==> config.mk <==
export PLATFORM = sky130hd
export DESIGN_NAME = lat_interlock
export DESIGN_NICKNAME = d
export VERILOG_FILES = /design/src/rtl/ilock_pkg.sv /design/src/rtl/ilock_scoreboard.sv /design/src/rtl/ilock_hazard_check.sv /design/src/rtl/lat_interlock.sv
export SDC_FILE = /design/constraint.sdc
export NUM_CORES = 1
export LEC_CHECK = 0
export BUFFER_PORTS_ARGS = -buffer_cell sky130_fd_sc_hd__buf_2
export CORE_MARGIN = 3
export CORE_UTILIZATION = 55
export DETAILED_ROUTE_END_ITERATION = 16
export PLACE_DENSITY = 0.71
export SETUP_SLACK_MARGIN = 0.2
export SLEW_MARGIN = 30
export SYNTH_ARGS = -nofsm -noshare
export SYNTH_HDL_FRONTEND = slang
export SYNTH_SLANG_ARGS = --single-unit
==> constraint.sdc <==
create_clock -name clk -period 18.87 [get_ports clk]
set_input_delay 2.8305 -clock clk [delete_from_list [all_inputs] [get_ports clk]]
set_output_delay 2.8305 -clock clk [all_outputs]
set_load 0.05 [all_outputs]
==> src/rtl/ilock_pkg.sv <==
package ilock_pkg;

    localparam int REG_NUM_W = 5;
    localparam int RID_W     = REG_NUM_W + 1;
    localparam int NUM_REGS  = 2 ** RID_W;
    localparam int MAX_LAT   = 3;
    localparam int CNT_W     = $clog2(MAX_LAT + 1);

    typedef enum logic [2:0] {
        CLS_NONE     = 3'd0,
        CLS_INT_ALU  = 3'd1,
        CLS_INT_LOAD = 3'd2,
        CLS_BRANCH   = 3'd3,
        CLS_FP_ALU   = 3'd4,
        CLS_LOAD_D   = 3'd5,
        CLS_STORE_D  = 3'd6
    } iclass_e;

    typedef logic [CNT_W-1:0] cnt_t;
    typedef logic [RID_W-1:0] rid_t;

    typedef struct packed {
        logic    busy;
        iclass_e cls;
        cnt_t    age;
    } sb_entry_t;

    // Required intervening cycles between producer and consumer classes.
    function automatic cnt_t req_gap(iclass_e prod, iclass_e cons);
        cnt_t g;
        g = '0;
        case (prod)
            CLS_FP_ALU: begin
                if (cons == CLS_FP_ALU)       g = cnt_t'(3);
                else if (cons == CLS_STORE_D) g = cnt_t'(2);
            end
            CLS_LOAD_D: begin
                if (cons == CLS_FP_ALU) g = cnt_t'(1);
            end
            CLS_INT_LOAD: begin
                if (cons != CLS_NONE) g = cnt_t'(1);
            end
            CLS_INT_ALU: begin
                if (cons == CLS_INT_ALU || cons == CLS_BRANCH) g = cnt_t'(1);
            end
            default: g = '0;
        endcase
        return g;
    endfunction

    // Integer register 0 is hard-wired and never tracked.
    function automatic logic is_hard_zero(rid_t r);
        return (r == '0);
    endfunction

endpackage

==> src/rtl/ilock_scoreboard.sv <==
module ilock_scoreboard
    import ilock_pkg::*;
#(
    parameter int N_REGS = NUM_REGS
) (
    input  logic      clk,
    input  logic      rst,
    input  logic      flush,
    input  logic      wr_en,
    input  rid_t      wr_rid,
    input  iclass_e   wr_cls,
    output sb_entry_t entries [N_REGS]
);

    localparam cnt_t AGE_TOP = cnt_t'(MAX_LAT);

    for (genvar i = 0; i < N_REGS; i++) begin : g_entry
        sb_entry_t e;
        logic      hit;

        assign hit = wr_en && (wr_rid == rid_t'(i));

        always_ff @(posedge clk) begin
            if (rst || flush) begin
                e.busy <= 1'b0;
                e.cls  <= CLS_NONE;
                e.age  <= '0;
            end else if (hit) begin
                e.busy <= 1'b1;
                e.cls  <= wr_cls;
                e.age  <= '0;
            end else if (e.busy && e.age != AGE_TOP) begin
                e.age  <= e.age + cnt_t'(1);
            end
        end

        assign entries[i] = e;

        AST_AGE_ADVANCES: assert property (@(posedge clk) disable iff (rst)
            (e.busy && e.age != AGE_TOP && !flush && !hit) |=> (e.age == cnt_t'($past(e.age) + cnt_t'(1))));

        AST_AGE_SATURATES: assert property (@(posedge clk) disable iff (rst)
            (e.busy && e.age == AGE_TOP && !flush && !hit) |=> (e.busy && e.age == AGE_TOP));

        AST_FLUSH_EMPTIES: assert property (@(posedge clk) disable iff (rst)
            flush |=> !e.busy);
    end

    AST_ZERO_NEVER_BUSY: assert property (@(posedge clk) disable iff (rst)
        !entries[0].busy);

endmodule

==> src/rtl/ilock_hazard_check.sv <==
module ilock_hazard_check
    import ilock_pkg::*;
#(
    parameter int N_SRC  = 2,
    parameter int N_REGS = NUM_REGS
) (
    input  iclass_e               cons_cls,
    input  logic [N_SRC-1:0]      src_valid,
    input  rid_t [N_SRC-1:0]      src_reg,
    input  sb_entry_t             entries [N_REGS],
    output logic                  stall
);

    logic [N_SRC-1:0] hit;

    for (genvar s = 0; s < N_SRC; s++) begin : g_src
        sb_entry_t pe;
        cnt_t      need;

        assign pe   = entries[src_reg[s]];
        assign need = req_gap(pe.cls, cons_cls);

        always_comb begin
            hit[s] = src_valid[s]
                  && !is_hard_zero(src_reg[s])
                  && pe.busy
                  && (pe.age < need);
        end
    end

    assign stall = |hit;

endmodule

==> src/rtl/lat_interlock.sv <==
module lat_interlock
    import ilock_pkg::*;
#(
    parameter int NUM_SRC = 2
) (
    input  logic                         clk,
    input  logic                         rst,
    input  logic [2:0]                   cand_class,
    input  logic [NUM_SRC-1:0]           src_valid,
    input  logic [NUM_SRC-1:0][RID_W-1:0] src_reg,
    input  logic                         dst_valid,
    input  logic [RID_W-1:0]             dst_reg,
    input  logic                         flush,
    output logic                         stall
);

    iclass_e   cls;
    logic      wr_en;
    sb_entry_t entries [NUM_REGS];
    rid_t [NUM_SRC-1:0] srcs;

    assign cls  = iclass_e'(cand_class);
    assign srcs = src_reg;

    assign wr_en = (cls != CLS_NONE) && dst_valid && !stall && !flush
                && !is_hard_zero(dst_reg);

    ilock_scoreboard #(
        .N_REGS (NUM_REGS)
    ) u_sb (
        .clk     (clk),
        .rst     (rst),
        .flush   (flush),
        .wr_en   (wr_en),
        .wr_rid  (dst_reg),
        .wr_cls  (cls),
        .entries (entries)
    );

    ilock_hazard_check #(
        .N_SRC  (NUM_SRC),
        .N_REGS (NUM_REGS)
    ) u_chk (
        .cons_cls  (cls),
        .src_valid (src_valid),
        .src_reg   (srcs),
        .entries   (entries),
        .stall     (stall)
    );

    AST_FLUSH_FREES: assert property (@(posedge clk) disable iff (rst)
        flush |=> !stall);

    AST_IDLE_NO_STALL: assert property (@(posedge clk) disable iff (rst)
        (cand_class == 3'd0) |-> !stall);

    AST_NO_VALID_SRC: assert property (@(posedge clk) disable iff (rst)
        (src_valid == '0) |-> !stall);

    AST_RESET_CLEAN: assert property (@(posedge clk)
        rst |=> (rst || !stall));

endmodule

# == After elaboration in Yosys (flattened, before gate mapping) ==
# Cells that the tools add are included.
# totals
regBits,384
wordCells,628
# classes
add_sub_neg,64
order_cmp,4
n_eq_ne,139
n_mux,13
bitwise,2
reduce_logical,214
# ops
op,n
$eq 6x6->1 const B,32
$logic_and 1x1->1,138
$reduce_or 2->1,65
$add 2x1->2 const B,64
$ne 2x2->1 const B,64
$eq 6x5->1 const B,16
$bmux 6 s6,2
$eq 6x4->1 const B,8
$eq 6x3->1 const B,4
$mux 6,4
$eq 3x3->1 const B,6
$logic_not 6->1,3
$pmux 2 s4,2
$ge 7x7->1 const B,2
$not 6->7,2
$eq 6x2->1 const B,2
$eq 3x1->1 const B,3
$eq 3x2->1 const B,3
$eq 6x1->1 const B,1
$logic_not 1->1,5
$lt 2x2->1,2
$mux 2,2
$mux 1,3
$reduce_bool 3->1,1
$logic_or 1x1->1,2

# == Longest topological paths before layout ==
# Gate-level depths: netlist of run 1.
# depth
ltp_word,15
depth_mapped,24
ltp_nobuf,16

# == Hierarchy ==
# Synthesis of run 1 repeated with hierarchy kept, for this count alone.
# unflattened
cells_unflattened,2018
hier_area_um2,21725.8
# by_module_without_submodules
module,n_inst,cells_per_inst,area_per_inst_um2
ilock_scoreboard,1,1471,15158.3
ilock_hazard_check,1,542,6533.8
lat_interlock,1,5,33.8

# == Worst setup path before layout of run 1 ==
# No wires, ideal clock.
# synth_path
path_type,input to output
from,input port src_reg[6] in the netlist's numbering
to,output port stall
arrival_ps,7550
slack_ps,8489
path_stages,18
path_buffers,9
path_cell_list,buf_6 buf_6 buf_4 buf_2 buf_4 buf_1 mux4_2 mux4_2 mux4_2 ha_1 o221ai_1 a41oi_1 a2111o_1 or3_1 nand4_4 buf_6 buf_12 buf_12
# synth_between
elab_chain_cells,9
word_cells_on_any_way,16
classes_between,order compare: 1; eq/ne: 4; mux: 4; bitwise: 1; reduce/logical: 6
# synth_rtl
element,line,rtl
start: declaration,lat_interlock.sv:10,"input logic [NUM_SRC-1:0][RID_W-1:0] src_reg,"
$not 6->7 (implied by the code),ilock_hazard_check.sv:20,assign pe = entries[src_reg[s]];
$bmux 6 s6,ilock_hazard_check.sv:20,
$mux 6 (implied by the code) (2 in a row),ilock_hazard_check.sv:20,
"$eq 3x1->1, or another cell as far along",ilock_pkg.sv:32,case (prod)
$pmux 2 s4,ilock_pkg.sv:32,
$lt 2x2->1,ilock_hazard_check.sv:27,&& (pe.age < need);
$logic_and 1x1->1 (*),ilock_hazard_check.sv:27,
$reduce_or 2->1 (*),ilock_hazard_check.sv:31,assign stall = |hit;
end: declaration,lat_interlock.sv:14,output logic stall
# Mark *: on every way between the ends. The rest lies on a longest branch, timed or not. The select of a mux whose other input is x is not followed.

# == Worst setup path after layout of run 1 ==
# Ends and elaborated chain as after synthesis.

==> metrics.cfg, run 1 <==
[outcome]
status=completed

[worst_setup_path]
reg2reg_from=u_sb.entries[350]
rr_worst_depth=15
worstSetupEndpointType=output pin
path_cells=buf_6 > buf_4 > mux4_2 > o22ai_1 > a2111oi_0 > a211oi_2 > nand3b_1 > or3_1 > ha_1 > o221ai_1 > a41oi_1 > a2111o_1 > a311o_2 > nand4_4 > buf_2
crit_fanout=58
slowest_stage=buf_4
critPathMaxStageDelay_ns=0.79
required_ns=16.04
worstPathArrival_ns=7.94
crit_type=input pin to output pin
path_delay_family=compound AO/OA/AOI/OAI gates
timing.critical_path.buf_inv=3
rrSetupSlack_ns=13.65
start_kind=input pin
timing.rr.end=u_sb.entries[368]

[cells_and_area]
antennaDiodeCount=0
final-seq-area_um2=7690
area.growth.synth_to_final_pct=6.91
nNetsFinal=2084
multi_input_area_um2=13700
drive_gt1_share_pct=18.1
n_fill_cell=3213
largest_reg_flops=384

[synth]
syn_area_um2=22500
synth-simple-area-share_pct=16.9
synth-xor-area-share_pct=2.50
synth_compound_area_share_pct=5.44
synthMuxAreaShare_pct=32.4
ys_seq_area_share_pct=34.2
ys_warn_count=0
synth_cell_type_count=73
synth_edf_count=0
ys.flop_type=dfxtp_1
synth-adder-area-share_pct=3.68
syn-num-nets=2174
ys_async_sr_fraction_pct=0
ys_seq_elements=384
synth_top_family_by_area=multiplexers
syn_inst=2081
syn_area_per_cell_um2=10.8

[clocking]
post-cts-setup-buffer-count=0
cts_tree=built
clk_latency_ns=0.58
cts_sinks=384
clock_path_buffers=3
cts_resized=0
clock-root-buffer=clkbuf_16
cts_hold_buf=0
cts-htree-levels=2
clkTransAtPathRegs_ns=0.06
numCtsBuffers=42

[sta]
finalCritPeriodShare_pct=57.1
slew_headroom_pct=30.7
fin_tns_setup_ns=0
finalSetupViolCount=0
hold_violations=0
worst_pin_slew_ns=1.04
skew_ns=0.0164
timing.fmax_mhz=92.9
rsz0062_at_grt=no
slew_violations=0
fin_crit_ns=10.77
hold_ws_ns=0.471

[die]
rows=73
ios=28
start_util_pct=56.1
core_area_um2=40000
die_y_um=208
die-area_um2=43300
die_w_um=208

[placement]
portBuffers=27
dp_hpwl_um=48300
gp_congestion=1.02

[detailed_routing]
drt_iter0_drc=1924
first_pass_iters=6
drt-wirelength-per-cell_um=27.2
ant_nets=0
wirelength_um=69400
vias_per_cell=6.80
drc=0
num_vias=17300

[worst_hold_path]
hold_end=u_sb.entries[92]
min_path_type=flop to flop
worstHoldPathCells=2
min_from=u_sb.entries[92]

[power_and_ir_drop]
powerDensity_nw_per_um2=76.9
power.total_mw=1.85
ir_drop_v=0.0000764
p_leak_nw=9.50

[grt]
antenna_found_initial=3
grt_pass1_vias=17000
overflow=0
grt_max_degree=167
grtUsageTotal_pct=31.6
grt_pass1_wl_um=106000

[job]
drv_cap=0

[per-stage QoR]
stage	std cells	setup slack [ns]	area (µm²)	utilization [%]
finish	2549	8.10	24000	60.0
CTS	2549	8.08	24000	60.0
global placement	2472	8.14	22500	56.2
global route	2549	7.74	24000	60.0
floorplan	2081	8.49	22500	-
detailed placement	2472	8.08	22500	56.2
[worst max-delay path by stage]
stage / to / cells past startpoint / slack [ns] / startpoint
3_3_place_gp: stall / 15 / 8.14 / src_reg[6]
2_1_floorplan: stall / 18 / 8.49 / src_reg[6]
5_1_grt: stall / 15 / 7.74 / src_reg[6]
3_5_place_dp: stall / 15 / 8.08 / src_reg[6]
4_1_cts: stall / 15 / 8.08 / src_reg[6]
6_report: stall / 15 / 8.10 / src_reg[6]
[final cells by class]
| cell class | count | area share (%) |
|---|---|---|
| multi-input cells | 1485 | 57.2 |
| flip-flops and latches | 384 | 32.0 |
| clock buffers | 65 | 5.50 |
| well taps | 525 | 2.74 |
| repair buffers | 43 | 1.21 |
| clock inverters | 12 | 0.797 |
| inverters | 35 | 0.547 |
[per-layer routing]
metal	wire length (µm)	vias up	GRT usage, %
li1	-	7524	-
met4	2760	4	11.2
met3	6860	192	6.17
met1	28200	8714	44.1
met2	31600	899	49.6
met5	23	-	0
[power breakdown]
part           internal (mW)  switching, mW  leakage (nW)
Combinational         0.0383          0.102          5.66
Clock                  0.550          0.344         0.745
Sequential             0.811       0.000538          3.09
[cell usage in the layout (no fill, tap or decap), types with 45 or more instances in the layout]
cell and count:
dfxtp_1 384, mux2i_1 312, nand2_1 255, mux4_2 157, nor3_1 80, ha_1 66, nor2b_1 57, and3_1 56
xnor2_1 47, clkbuf_16 45
[cell usage after synthesis, drive strengths merged, types with 27 or more instances]
| cell | n | area, µm² |
|---|---|---|
| or4 | 27 | 203 |
| xnor2 | 47 | 412 |
| nor3 | 85 | 450 |
| and3 | 56 | 350 |
| nor2 | 39 | 146 |
| a21oi | 38 | 190 |
| o21a | 39 | 293 |
| dfxtp | 384 | 7690 |
| mux2 | 44 | 495 |
| ha | 66 | 826 |
| inv | 35 | 131 |
| mux4 | 162 | 3670 |
| nand3 | 32 | 160 |
| clkbuf | 103 | 387 |
| nand2 | 259 | 972 |
| nor4 | 29 | 572 |
| nor2b | 57 | 357 |
| buf | 74 | 552 |
| mux2i | 312 | 3120 |
[kinds of logic after synthesis]
logic type,Yosys count
simple gates,667
mux,518
flops,384
buf+inv,212
compound gates,170
fa+ha+maj,66
xor+xnor,64
[worst reg2reg max path, stage by stage (launching register included)]
cell	delay (ns)
dfxtp_1	0.33
mux4_2	0.52
mux2_2	0.29
a31oi_1	0.28
nand4_1	0.18
or2_1	0.31
or3_1	0.38
ha_1	0.30
o221ai_1	0.08
a41oi_1	0.07
a2111o_1	0.34
a311o_2	0.48
nand4_4	0.15
buf_6	0.59
or4_1	0.60
mux2i_1	0.24
(Power assumes the default switching activity.)
==> run 2, diff against run 1 <==
==> constraint.sdc (replaced) <==
create_clock -name clk -period 10.73 [get_ports clk]
set_input_delay 1.6095 -clock clk [delete_from_list [all_inputs] [get_ports clk]]
set_output_delay 1.6095 -clock clk [all_outputs]
set_load 0.05 [all_outputs]
==> run 2 against run 1 <==
Effect of this change:
- clock power grew 63%
- global-route usage is 0.67 points lower
- final area decreased by 0.39%
- sequential share of layout area up 0.12 points
- die area stayed put
- critical path type unchanged
- critical path depth did not move
- critical endpoint unchanged
- sequential cell count is the same
==> metrics.cfg, run 2 (synthesis results as in run 1) <==
[worst_hold_path]
hold_end=u_sb.entries[34]
worstHoldPathCells=2  ; unchanged
min_from=u_sb.entries[34]
min_path_type=flop to flop

[worst_setup_path]
path_delay_family=buffers and inverters
cp-startpoint=src_reg[6]
worstSetupEndpointType=output pin
required_ns=9.12  ; -6.92 ns
rrSetupSlack_ns=5.46  ; -8.19 ns
slowest_stage=buf_6
timing.rr.end=u_sb.entries[375]
path_cells=buf_6 > buf_4 > mux4_2 > mux2_2 > a31oi_1 > nand4_1 > or2_1 > or3_1 > ha_1 > o221ai_1 > a41oi_1 > a2111o_1 > a311o_2 > nand4_4 > buf_2
reg2reg_from=u_sb.entries[356]
worstPathArrival_ns=6.45  ; -1.49 ns
crit_fanout=57  ; -1.7%
rr_worst_depth=15  ; unchanged
start_kind=input pin
timing.critical_path.buf_inv=3  ; unchanged
critPathMaxStageDelay_ns=0.60  ; -0.19 ns
crit_type=input pin to output pin

[sta]
finalSetupViolCount=0  ; unchanged
slew_headroom_pct=27.6  ; -3.1 points
hold_ws_ns=0.471  ; +0.0000760 ns
slew_violations=0  ; unchanged
rsz0062_at_grt=no
fin_tns_setup_ns=0  ; unchanged
hold_violations=0  ; unchanged
worst_pin_slew_ns=1.08  ; +0.0449 ns
finalCritPeriodShare_pct=75.1
setup_ws_ns=2.67  ; -5.43 ns
fin_crit_ns=8.06
skew_ns=0.0250  ; +0.00858 ns
timing.fmax_mhz=124

[die]
core_area_um2=40000  ; unchanged
rows=73  ; unchanged
die_w_um=208  ; unchanged
die_y_um=208  ; unchanged
ios=28  ; unchanged
die-area_um2=43300  ; unchanged
start_util_pct=56.1  ; unchanged

[cells_and_area]
nNetsFinal=2091  ; +0.34%
final_common_cell=dfxtp_1
layout_common_cells=384 x dfxtp_1, 312 x mux2i_1, 256 x nand2_1
instances_no_fill=2555  ; +0.24%
largest_reg_flops=384  ; unchanged
design_area_um2=23900  ; -0.39%
area.growth.synth_to_final_pct=6.50
utilization_pct=59.8  ; -0.23 points
antennaDiodeCount=0  ; unchanged
drive_gt1_share_pct=17.9  ; -0.20 points

[placement]
dp_hpwl_um=46800  ; -3.0%
gp_congestion=0.999  ; -2.4%
dp_slack_ns=2.71  ; -5.36 ns
portBuffers=27  ; unchanged
place_inst=2477  ; +0.20%
place_area_um2=22500  ; +0.15%

[outcome]
status=completed

[clocking]
clock-root-buffer=clkbuf_16
numCtsBuffers=43  ; +2.4%
clkTransAtPathRegs_ns=0.05  ; about the same
cts_tree=built
cts-htree-levels=2  ; unchanged
post-cts-setup-buffer-count=0  ; unchanged
clk_latency_ns=0.59  ; about the same
clock_path_buffers=3  ; unchanged
cts_sinks=384  ; unchanged
cts_resized=0  ; unchanged
cts_hold_buf=0  ; unchanged

[grt]
use_met2_pct=47.0  ; -2.6 points
grt_pass1_vias=17000  ; -0.19%
grtUsageTotal_pct=31.0  ; -0.67 points
grtUsageMet3_pct=6.72  ; +0.56 points
grt_util_met1_pct=43.2  ; -0.81 points
grt_pass1_wl_um=104000  ; -1.7%
antenna_found_initial=1  ; -2
busiest_layer=met2
overflow=0  ; unchanged
grt_max_degree=186  ; +11%

[power_and_ir_drop]
p_leak_nw=9.46  ; -0.44%
powerDensity_nw_per_um2=131  ; +70%
power.total_mw=3.13  ; +70%
ir_drop_v=0.000134  ; +75%

[detailed_routing]
wirelength_um=67800  ; -2.3%
ant_nets=0  ; unchanged
vias_per_cell=6.71  ; -1.3%
num_vias=17200  ; -1.0%
drt-wirelength-per-cell_um=26.5  ; -2.5%
drt_iter0_drc=2132  ; +11%
first_pass_iters=6  ; unchanged
drc=0  ; unchanged

[job]
drv_cap=0  ; unchanged

run 2: changes by cell type in the layout (fill, tap and decap cells not counted), sizes merged:
| cell | change |
|---|---|
| inv | +3 |
| clkbuf | -2 |
| clkinv | +1 |
| bufinv | -2 |
| buf | +6 |
run 2: how the worst max path moves through the flow:
stage | depth (start not counted) | slack, ns | endpoint
floorplan | 18 | 2.79 | stall
global placement | 15 | 2.72 | stall
detailed placement | 15 | 2.71 | stall
CTS | 15 | 2.69 | stall
global route | 15 | 2.45 | stall
finish | 15 | 2.67 | stall
run 2: metal layers:
metal	vias to the layer above	part of all wire [%]
met5	-	0
met4	0	4.6
met3	196	9.9
met2	855	44
met1	8568	41
li1	7537	-
run 2: final cells by class:
| type | instances | area, µm² |
|---|---|---|
| inverters | 35 | 131 |
| multi-input cells | 1485 | 13700 |
| well taps | 525 | 657 |
| fillers | 3288 | 16100 |
| clock buffers | 63 | 1200 |
| clock inverters | 14 | 159 |
| flip-flops and latches | 384 | 7690 |
| repair buffers | 49 | 357 |
run 2: worst register-to-register path, cell delays in order, from the launching register on:
cell	delay (ns)
dfxtp_1	0.38
mux4_2	0.47
mux2_2	0.28
a31oi_1	0.23
nand4_1	0.17
or2_1	0.29
or3_1	0.36
ha_1	0.30
o221ai_1	0.08
a41oi_1	0.07
a2111o_1	0.35
a311o_2	0.48
nand4_4	0.13
buf_4	0.76
or4_1	0.60
mux2i_1	0.24
run 2: where the power goes:
part / switching [mW] / internal (mW)
logic: 0.176 / 0.0694
registers: 0.000915 / 1.43
clock network: 0.612 / 0.849
total: 0.789 / 2.35
